### src/rtl/rxd_pkg.sv
// Package: shared constants and the write-back descriptor type for the
// receive descriptor writer. Assumes the legacy 128-bit layout.
package rxd_pkg;
    localparam int ADDR_W   = 64;
    localparam int LEN_W    = 16;
    localparam int CSUM_W   = 16;
    localparam int STAT_W   = 8;
    localparam int ERR_W    = 8;
    localparam int VLAN_W   = 16;
    localparam int DESC_W   = ADDR_W + LEN_W + CSUM_W + STAT_W + ERR_W + VLAN_W;
    localparam int KB_SHIFT = 10;
    localparam logic [2:0] DTYPE_LEGACY = 3'b000;
    localparam int ST_DONE  = 0;
    localparam int ST_EOF   = 1;
    localparam int DESC_DONE_BIT = ADDR_W + LEN_W + CSUM_W + ST_DONE;
    localparam int DESC_EOF_BIT  = ADDR_W + LEN_W + CSUM_W + ST_EOF;

    // Packed MSB first: vlan[127:112] err[111:104] status[103:96]
    // csum[95:80] len[79:64] addr[63:0]
    typedef struct packed {
        logic [VLAN_W-1:0] vlan;
        logic [ERR_W-1:0]  err;
        logic [STAT_W-1:0] status;
        logic [CSUM_W-1:0] csum;
        logic [LEN_W-1:0]  len;
        logic [ADDR_W-1:0] addr;
    } rx_desc_t;
endpackage

### src/rtl/rxd_size_sel.sv
// Module: buffer size selection. Picks the per-queue size (1 KB units) when
// nonzero, otherwise decodes the 2-bit global code. Purely combinational.
// Assumes SZ_W is wide enough for the largest per-queue size and 2048.
module rxd_size_sel #(
    parameter int QSZ_W = 4,
    parameter int SZ_W  = 14
) (
    input  logic [1:0]       gsize_code,
    input  logic [QSZ_W-1:0] q_bsize,
    output logic [SZ_W-1:0]  bufsz
);
    import rxd_pkg::*;

    logic [SZ_W-1:0] gsz;

    // Decode the global code into a byte count (halving per step).
    always_comb begin
        case (gsize_code)
            2'd0:    gsz = SZ_W'(2048);
            2'd1:    gsz = SZ_W'(1024);
            2'd2:    gsz = SZ_W'(512);
            default: gsz = SZ_W'(256);
        endcase
    end

    // Per-queue value wins when nonzero.
    always_comb begin
        if (q_bsize == '0) bufsz = gsz;
        else               bufsz = SZ_W'({q_bsize, {KB_SHIFT{1'b0}}});
    end
endmodule

### src/rtl/rxd_splitter.sv
// Module: frame splitter. Counts accepted bytes inside the current buffer,
// decides when a buffer closes (full or end of frame) and reports the
// closing length, first-buffer flag, end flag and buffer address.
// Assumes every frame starts with a byte marked sof.
module rxd_splitter #(
    parameter int SZ_W = 14
) (
    input  logic                      clk,
    input  logic                      rst_n,
    input  logic                      fire,
    input  logic                      sof,
    input  logic                      eop,
    input  logic [SZ_W-1:0]           size_now,
    input  logic [rxd_pkg::ADDR_W-1:0] buf_addr,
    output logic                      close,
    output logic [SZ_W-1:0]           close_len,
    output logic                      close_first,
    output logic                      close_eop,
    output logic [rxd_pkg::ADDR_W-1:0] close_addr
);
    import rxd_pkg::*;

    logic [SZ_W-1:0]   cnt_q;
    logic [SZ_W-1:0]   size_q;
    logic [ADDR_W-1:0] addr_q;
    logic              first_q;

    logic [SZ_W-1:0]   size_eff;
    logic [SZ_W-1:0]   cnt_nx;
    logic              at_start;
    logic              hit_end;

    // Effective size, address and close decision for the byte on the input.
    always_comb begin
        at_start    = (cnt_q == '0);
        size_eff    = sof ? size_now : size_q;
        cnt_nx      = cnt_q + SZ_W'(1);
        hit_end     = eop || (cnt_nx == size_eff);
        close       = fire && hit_end;
        close_len   = cnt_nx;
        close_first = sof || first_q;
        close_eop   = eop;
        close_addr  = at_start ? buf_addr : addr_q;
    end

    // Byte counter, frame size capture, address latch and first-buffer flag.
    always_ff @(posedge clk) begin
        if (!rst_n) begin
            cnt_q   <= '0;
            size_q  <= '0;
            addr_q  <= '0;
            first_q <= 1'b1;
        end else if (fire) begin
            if (sof) size_q <= size_now;
            addr_q <= close_addr;
            if (hit_end) begin
                cnt_q   <= '0;
                first_q <= eop;
            end else begin
                cnt_q   <= cnt_nx;
                first_q <= close_first;
            end
        end
    end

    // Count inside a buffer never reaches the captured size.
    p_cnt_below_size_r6: assert property (@(posedge clk) disable iff (!rst_n)
        (cnt_q != '0) |-> (cnt_q < size_q));
endmodule

### src/rtl/rxd_packer.sv
// Module: descriptor packer and write-back handshake. Builds the 128-bit
// descriptor on a close event and holds it until the consumer takes it.
// Assumes no close arrives while a write-back is pending.
module rxd_packer #(
    parameter int SZ_W = 14
) (
    input  logic                       clk,
    input  logic                       rst_n,
    input  logic                       close,
    input  logic [SZ_W-1:0]            close_len,
    input  logic                       close_first,
    input  logic                       close_eop,
    input  logic [rxd_pkg::ADDR_W-1:0] close_addr,
    input  logic [rxd_pkg::CSUM_W-1:0] pkt_csum,
    input  logic [rxd_pkg::ERR_W-1:0]  rx_err,
    input  logic [rxd_pkg::VLAN_W-1:0] rx_vlan,
    input  logic                       wb_ready,
    output logic                       wb_valid,
    output logic [rxd_pkg::DESC_W-1:0] wb_desc
);
    import rxd_pkg::*;

    rx_desc_t desc_q;
    rx_desc_t desc_nx;

    // Assemble the descriptor fields for the closing buffer.
    always_comb begin
        desc_nx         = '0;
        desc_nx.addr    = close_addr;
        desc_nx.len     = LEN_W'(close_len);
        desc_nx.csum    = close_first ? pkt_csum : '0;
        desc_nx.status[ST_DONE] = 1'b1;
        desc_nx.status[ST_EOF]  = close_eop;
        desc_nx.err     = rx_err;
        desc_nx.vlan    = rx_vlan;
    end

    // Write-back register: load on close, drop valid once taken.
    always_ff @(posedge clk) begin
        if (!rst_n) begin
            wb_valid <= 1'b0;
            desc_q   <= '0;
        end else if (close) begin
            wb_valid <= 1'b1;
            desc_q   <= desc_nx;
        end else if (wb_valid && wb_ready) begin
            wb_valid <= 1'b0;
        end
    end

    assign wb_desc = desc_q;

    // Pending write-back holds its contents until taken.
    p_hold_until_taken_r10: assert property (@(posedge clk) disable iff (!rst_n)
        (wb_valid && !wb_ready) |=> (wb_valid && $stable(wb_desc)));

    // The splitter never closes a buffer while a write-back is pending.
    p_no_close_while_busy_r10: assert property (@(posedge clk) disable iff (!rst_n)
        wb_valid |-> !close);
endmodule

### src/rtl/rxd_writer.sv
// Module: receive buffer descriptor writer (top). Splits a received frame
// over fixed-size buffers and emits one legacy descriptor per buffer.
// Assumes QSZ_W <= 6 so that every buffer size fits the 16-bit length field.
module rxd_writer #(
    parameter int QSZ_W = 4
) (
    input  logic                       clk,
    input  logic                       rst_n,
    input  logic [1:0]                 gsize_code,
    input  logic [QSZ_W-1:0]           q_bsize,
    input  logic [2:0]                 q_dtype,
    input  logic                       byte_valid,
    output logic                       byte_ready,
    input  logic                       byte_sof,
    input  logic                       byte_eop,
    input  logic [63:0]                buf_addr,
    input  logic [15:0]                pkt_csum,
    input  logic [7:0]                 rx_err,
    input  logic [15:0]                rx_vlan,
    output logic                       wb_valid,
    input  logic                       wb_ready,
    output logic [127:0]               wb_desc
);
    import rxd_pkg::*;

    localparam int Q_MAX_B = ((1 << QSZ_W) - 1) << KB_SHIFT;
    localparam int SZ_MAX  = (Q_MAX_B > 2048) ? Q_MAX_B : 2048;
    localparam int SZ_W    = $clog2(SZ_MAX + 1);

    logic [SZ_W-1:0]   size_now;
    logic              fire;
    logic              close;
    logic [SZ_W-1:0]   close_len;
    logic              close_first;
    logic              close_eop;
    logic [ADDR_W-1:0] close_addr;

    // Accept bytes only for legacy descriptors and with no write-back pending.
    always_comb begin
        byte_ready = (q_dtype == DTYPE_LEGACY) && !wb_valid;
        fire       = byte_valid && byte_ready;
    end

    rxd_size_sel #(.QSZ_W(QSZ_W), .SZ_W(SZ_W)) u_size (
        .gsize_code (gsize_code),
        .q_bsize    (q_bsize),
        .bufsz      (size_now)
    );

    rxd_splitter #(.SZ_W(SZ_W)) u_split (
        .clk         (clk),
        .rst_n       (rst_n),
        .fire        (fire),
        .sof         (byte_sof),
        .eop         (byte_eop),
        .size_now    (size_now),
        .buf_addr    (buf_addr),
        .close       (close),
        .close_len   (close_len),
        .close_first (close_first),
        .close_eop   (close_eop),
        .close_addr  (close_addr)
    );

    rxd_packer #(.SZ_W(SZ_W)) u_pack (
        .clk         (clk),
        .rst_n       (rst_n),
        .close       (close),
        .close_len   (close_len),
        .close_first (close_first),
        .close_eop   (close_eop),
        .close_addr  (close_addr),
        .pkt_csum    (pkt_csum),
        .rx_err      (rx_err),
        .rx_vlan     (rx_vlan),
        .wb_ready    (wb_ready),
        .wb_valid    (wb_valid),
        .wb_desc     (wb_desc)
    );

    // Accepting a frame's last byte yields an end-of-frame write-back next cycle.
    p_eof_desc_follows_r8: assert property (@(posedge clk) disable iff (!rst_n)
        (byte_valid && byte_ready && byte_eop) |=> (wb_valid && wb_desc[DESC_EOF_BIT]));

    // Every freshly offered write-back carries the done flag.
    p_done_flag_r8: assert property (@(posedge clk) disable iff (!rst_n)
        $rose(wb_valid) |-> wb_desc[DESC_DONE_BIT]);
endmodule

### config.mk
export PLATFORM = sky130hd
export DESIGN_NAME = rxd_writer
export DESIGN_NICKNAME = d
export VERILOG_FILES = /design/src/rtl/rxd_pkg.sv /design/src/rtl/rxd_size_sel.sv /design/src/rtl/rxd_splitter.sv /design/src/rtl/rxd_packer.sv /design/src/rtl/rxd_writer.sv
export SDC_FILE = /design/constraint.sdc
export NUM_CORES = 1
export LEC_CHECK = 0
export ABC_AREA = 1
export CAP_MARGIN = 40
export CELL_PAD_IN_SITES_DETAIL_PLACEMENT = 0
export CELL_PAD_IN_SITES_GLOBAL_PLACEMENT = 1
export CORE_ASPECT_RATIO = 0.75
export CORE_MARGIN = 2
export CORE_UTILIZATION = 45
export DETAILED_ROUTE_END_ITERATION = 10
export DONT_BUFFER_PORTS = 1
export PLACE_DENSITY = 0.86
export SYNTH_ARGS = -nofsm -noshare
export SYNTH_HDL_FRONTEND = slang
export SYNTH_SLANG_ARGS = --single-unit
### constraint.sdc
create_clock -name clk -period 2.9 [get_ports clk]
set_input_delay 0.58 -clock clk [delete_from_list [all_inputs] [get_ports clk]]
set_output_delay 0.58 -clock clk [all_outputs]
set_load 0.005 [all_outputs]
==> results_dict.tcl <==
set metrics [dict create \
    outcome "complete, no violations" \
    ioPinCount 249 \
    hold_violations 0 \
    coreArea_um2 22200 \
    die_area_um2 23900 \
    wl_met3_mm 2.19 \
    grt_pass1_wl_mm 39.9 \
    nNetsFinal 1498 \
    drcViolationCount 0 \
    cp-end-kind "flip-flop" \
    irDropWorstVdd_uv 423 \
    period_needed_ns 2.58 \
    seq_area_um2 4290 \
    synth_cell_type_count 40 \
    synth_largest_area_cell "dfxtp_1" \
    fin_area_um2 11000 \
    ys_seq_area_frac 0.420 \
    cts_root_buffer "clkbuf_16" \
    wl_mm 25.0 \
    yosysTopAreaCellShare 0.420 \
    crit_chain "ha_1, nand2_1, nor2_2, nand2_1, nand2_1, nand2_1, nand2_1, nand2_1, nor2_1, nand2_1, nor2_2, nand2_4, nand2_8, buf_12, nand2_1, nand2_1, nor2_1" \
    worst_path_most_repeated_cell "nand2_1" \
    yosys_warnings 0 \
    cp_data_arrival_time_ns 2.99 \
    finalMaxSlewViolations 0 \
    dr.pass1.iters 5 \
    antenna_found_initial 0 \
    areaGrowthSynthToFinish_pct 7.83 \
    critical_path.n_buffers_inverters 1 \
    p_leak_nw 4.78 \
    place_congestion 0.871 \
    clk_path_buf_depth 3 \
    drive_gt1_frac 0.0854 \
    synth_common_cells "nand2_1 (294), dfxtp_1 (214), inv_1 (153), a21oi_1 (139), nor2_1 (137)" \
    setup_viol 0 \
    crit_type "flip-flop to flip-flop" \
    start_util 0.460 \
    power.share.clock 0.466 \
    wl_met2_mm 10.9 \
    multi_input_area_um2 4730 \
    grt_pass1_vias 7815 \
    hpwl_mm 16.2 \
    cts_inserted_buffers 23 \
    via_per_inst 5.16 \
    diodes 0 \
    vias 8716 \
    cts.sinks 214 \
    dpl-instance-area_um2 10200 \
    io_buffers 0 \
    synth_seq_cells 214 \
    combPwrFrac 0.062 \
    rows 47 \
    post_cts_buffers 0 \
    grt_max_degree 196 \
    grt_overflow 0 \
    rrSetupSlack_ns 0.32 \
    clock_skew_ns 0.0177 \
    cp_slowest_stage_delay_ns 0.41 \
    yosys-top-cells-area "dfxtp_1 (42%), nand2_1 (11%), a21oi_1 (6.8%)" \
    crit_slowest_cell "dfxtp_2" \
    ctsHtreeMaxLevel 1 \
    synth_most_common_cell "nand2_1" \
    min_path_type "input pin to flip-flop" \
    crit_required_ns 3.31 \
    synth_area_um2 10200 \
    ys_async_sr_fraction 0 \
    wl_met1_mm 11.5 \
    cell_internal_pwr_mw 4.97 \
    fillers 2168 \
    wl_per_cell_um 14.8 \
    worstMarginPinSlew_ns 0.609 \
    powerDensity_nw_per_um2 588 \
    cp-start-kind "flip-flop" \
    die_h_um 134 \
    pwr-share-seq 0.472 \
    path_max_fanout 65 \
    die_w_um 178 \
    drtAntennaViolNets 0 \
    syn_area_per_cell_um2 7.10 \
    max_slew_margin 0.594 \
    synth_edf_count 0 \
    path_clk_slew_ns 0.06 \
    rsz0062_at_grt "false" \
    top_layer "met4" \
    max_cap_violations 0 \
    grt_usage 0.202 \
    p_switching_mw 1.50 \
    cts_tree "yes" \
    setup_tns_ns 0 \
    drt_iter0_drc 606 \
    synth-main-ff-cell "dfxtp_1" \
    insertion_delay_ns 0.52 \
    cp_top_family "simple AND/OR/NAND/NOR gates" \
    switching_share 0.232 \
    synthCells 1435 \
    max_freq_ghz 0.387 \
    period_share 0.890 \
]
==> worst reg2reg max path, stage by stage (launching register included) <==
cell and delay [ns]:
dfxtp_2 0.41, ha_1 0.20, nand2_1 0.09, nor2_2 0.24, nand2_1 0.08, nand2_1 0.08, nand2_1 0.11, nand2_1 0.08
nand2_1 0.08, nor2_1 0.11, nand2_1 0.06, nor2_2 0.12, nand2_4 0.11, nand2_8 0.16, buf_12 0.28, nand2_1 0.14
nand2_1 0.09, nor2_1 0.05
==> through the flow <==
stage          instances  utilization  total power [mW]  setup slack (ns)  hold slack, ns
6_report            1688        0.496              6.47             0.318           0.172
4_1_cts             1688        0.495              6.56             0.184           0.149
3_3_place_gp        1645        0.459              3.51             0.255           0.424
3_5_place_dp        1646        0.460              3.52             0.196           0.424
5_1_grt             1688        0.496              6.72            0.0595           0.150
2_1_floorplan       1442            -              3.49             0.763           0.415
==> power groups by stage <==
| stage | registers, mW | clock network [mW] | logic (mW) |
|---|---|---|---|
| after floorplan | 3.10 | 0 | 0.391 |
| after global placement | 3.12 | 0 | 0.390 |
| after detailed placement | 3.12 | 0 | 0.399 |
| after CTS | 3.05 | 3.10 | 0.401 |
| after global routing | 3.06 | 3.20 | 0.460 |
| final | 3.05 | 3.01 | 0.400 |
==> repair_timing <==
item / CTS / global route
gates resized for setup: 0 / 3
hold buffers: 0 / 0
endpoints found under the hold margin: 0 / 0
endpoints found under the setup margin: 0 / 55
==> logic make-up (layout without fill, tap and decap cells) <==
logic type,after synthesis,in the layout,synth area share
and+or+nand+nor,619,619,0.269
other,1,8,0.000368
buffers and inverters,265,217,0.120
AOI/OAI and AO/OA,312,312,0.167
xor gates and xnor gates,5,5,0.00430
adders and majority gates,2,2,0.00245
muxes,17,17,0.0167
DFF,214,214,0.420
==> cell usage in the layout, fill, tap and decap left out, types with 14 or more instances in the layout <==
cell / synthesis / final
clkbuf_16: 0 / 23
mux2i_1: 17 / 17
o21ai_1: 14 / 14
o21ai_0: 113 / 113
o211ai_1: 18 / 18
nand3b_1: 27 / 27
nand4_1: 20 / 20
or2_2: 30 / 30
nand2_1: 294 / 292
a21oi_1: 139 / 139
inv_1: 153 / 153
a21oi_2: 20 / 20
dfxtp_1: 214 / 213
nand3_1: 92 / 92
nor2_1: 137 / 137
==> layout make-up <==
type	instances	area share
Multi-Input combinational cell	963	0.430
Clock inverter	10	0.0122
Clock buffer	32	0.0582
Timing Repair Buffer	18	0.0216
Inverter	157	0.0543
Tap cell	294	0.0335
Sequential cell	214	0.390
==> flip-flops by register name, indices dropped and copies added (netlist names) <==
signal	count
u_split.addr_q	64
u_split.size_q	14
u_split.first_q	1
u_pack.wb_valid	1
u_split.cnt_q	14
u_pack.wb_desc	120
==> per-layer routing <==
metal,global-route usage,vias up
li1,-,4499
met1,0.273,3948
met2,0.315,239
met3,0.0672,30
met4,0.0428,0
met5,0,-
==> worst paths after layout <==
kind | start | endpoint | cells past startpoint
worst max-delay path | u_split.cnt_q[0] | u_pack.wb_desc[51] | 17
worst min-delay path | wb_ready | u_pack.wb_valid | 1
worst max register to register | u_split.cnt_q[0] | u_pack.wb_desc[51] | 17
worst min register to register | u_split.size_q[1] | u_split.size_q[1] | 2
No activity file was read; power rests on OpenSTA's default activity.
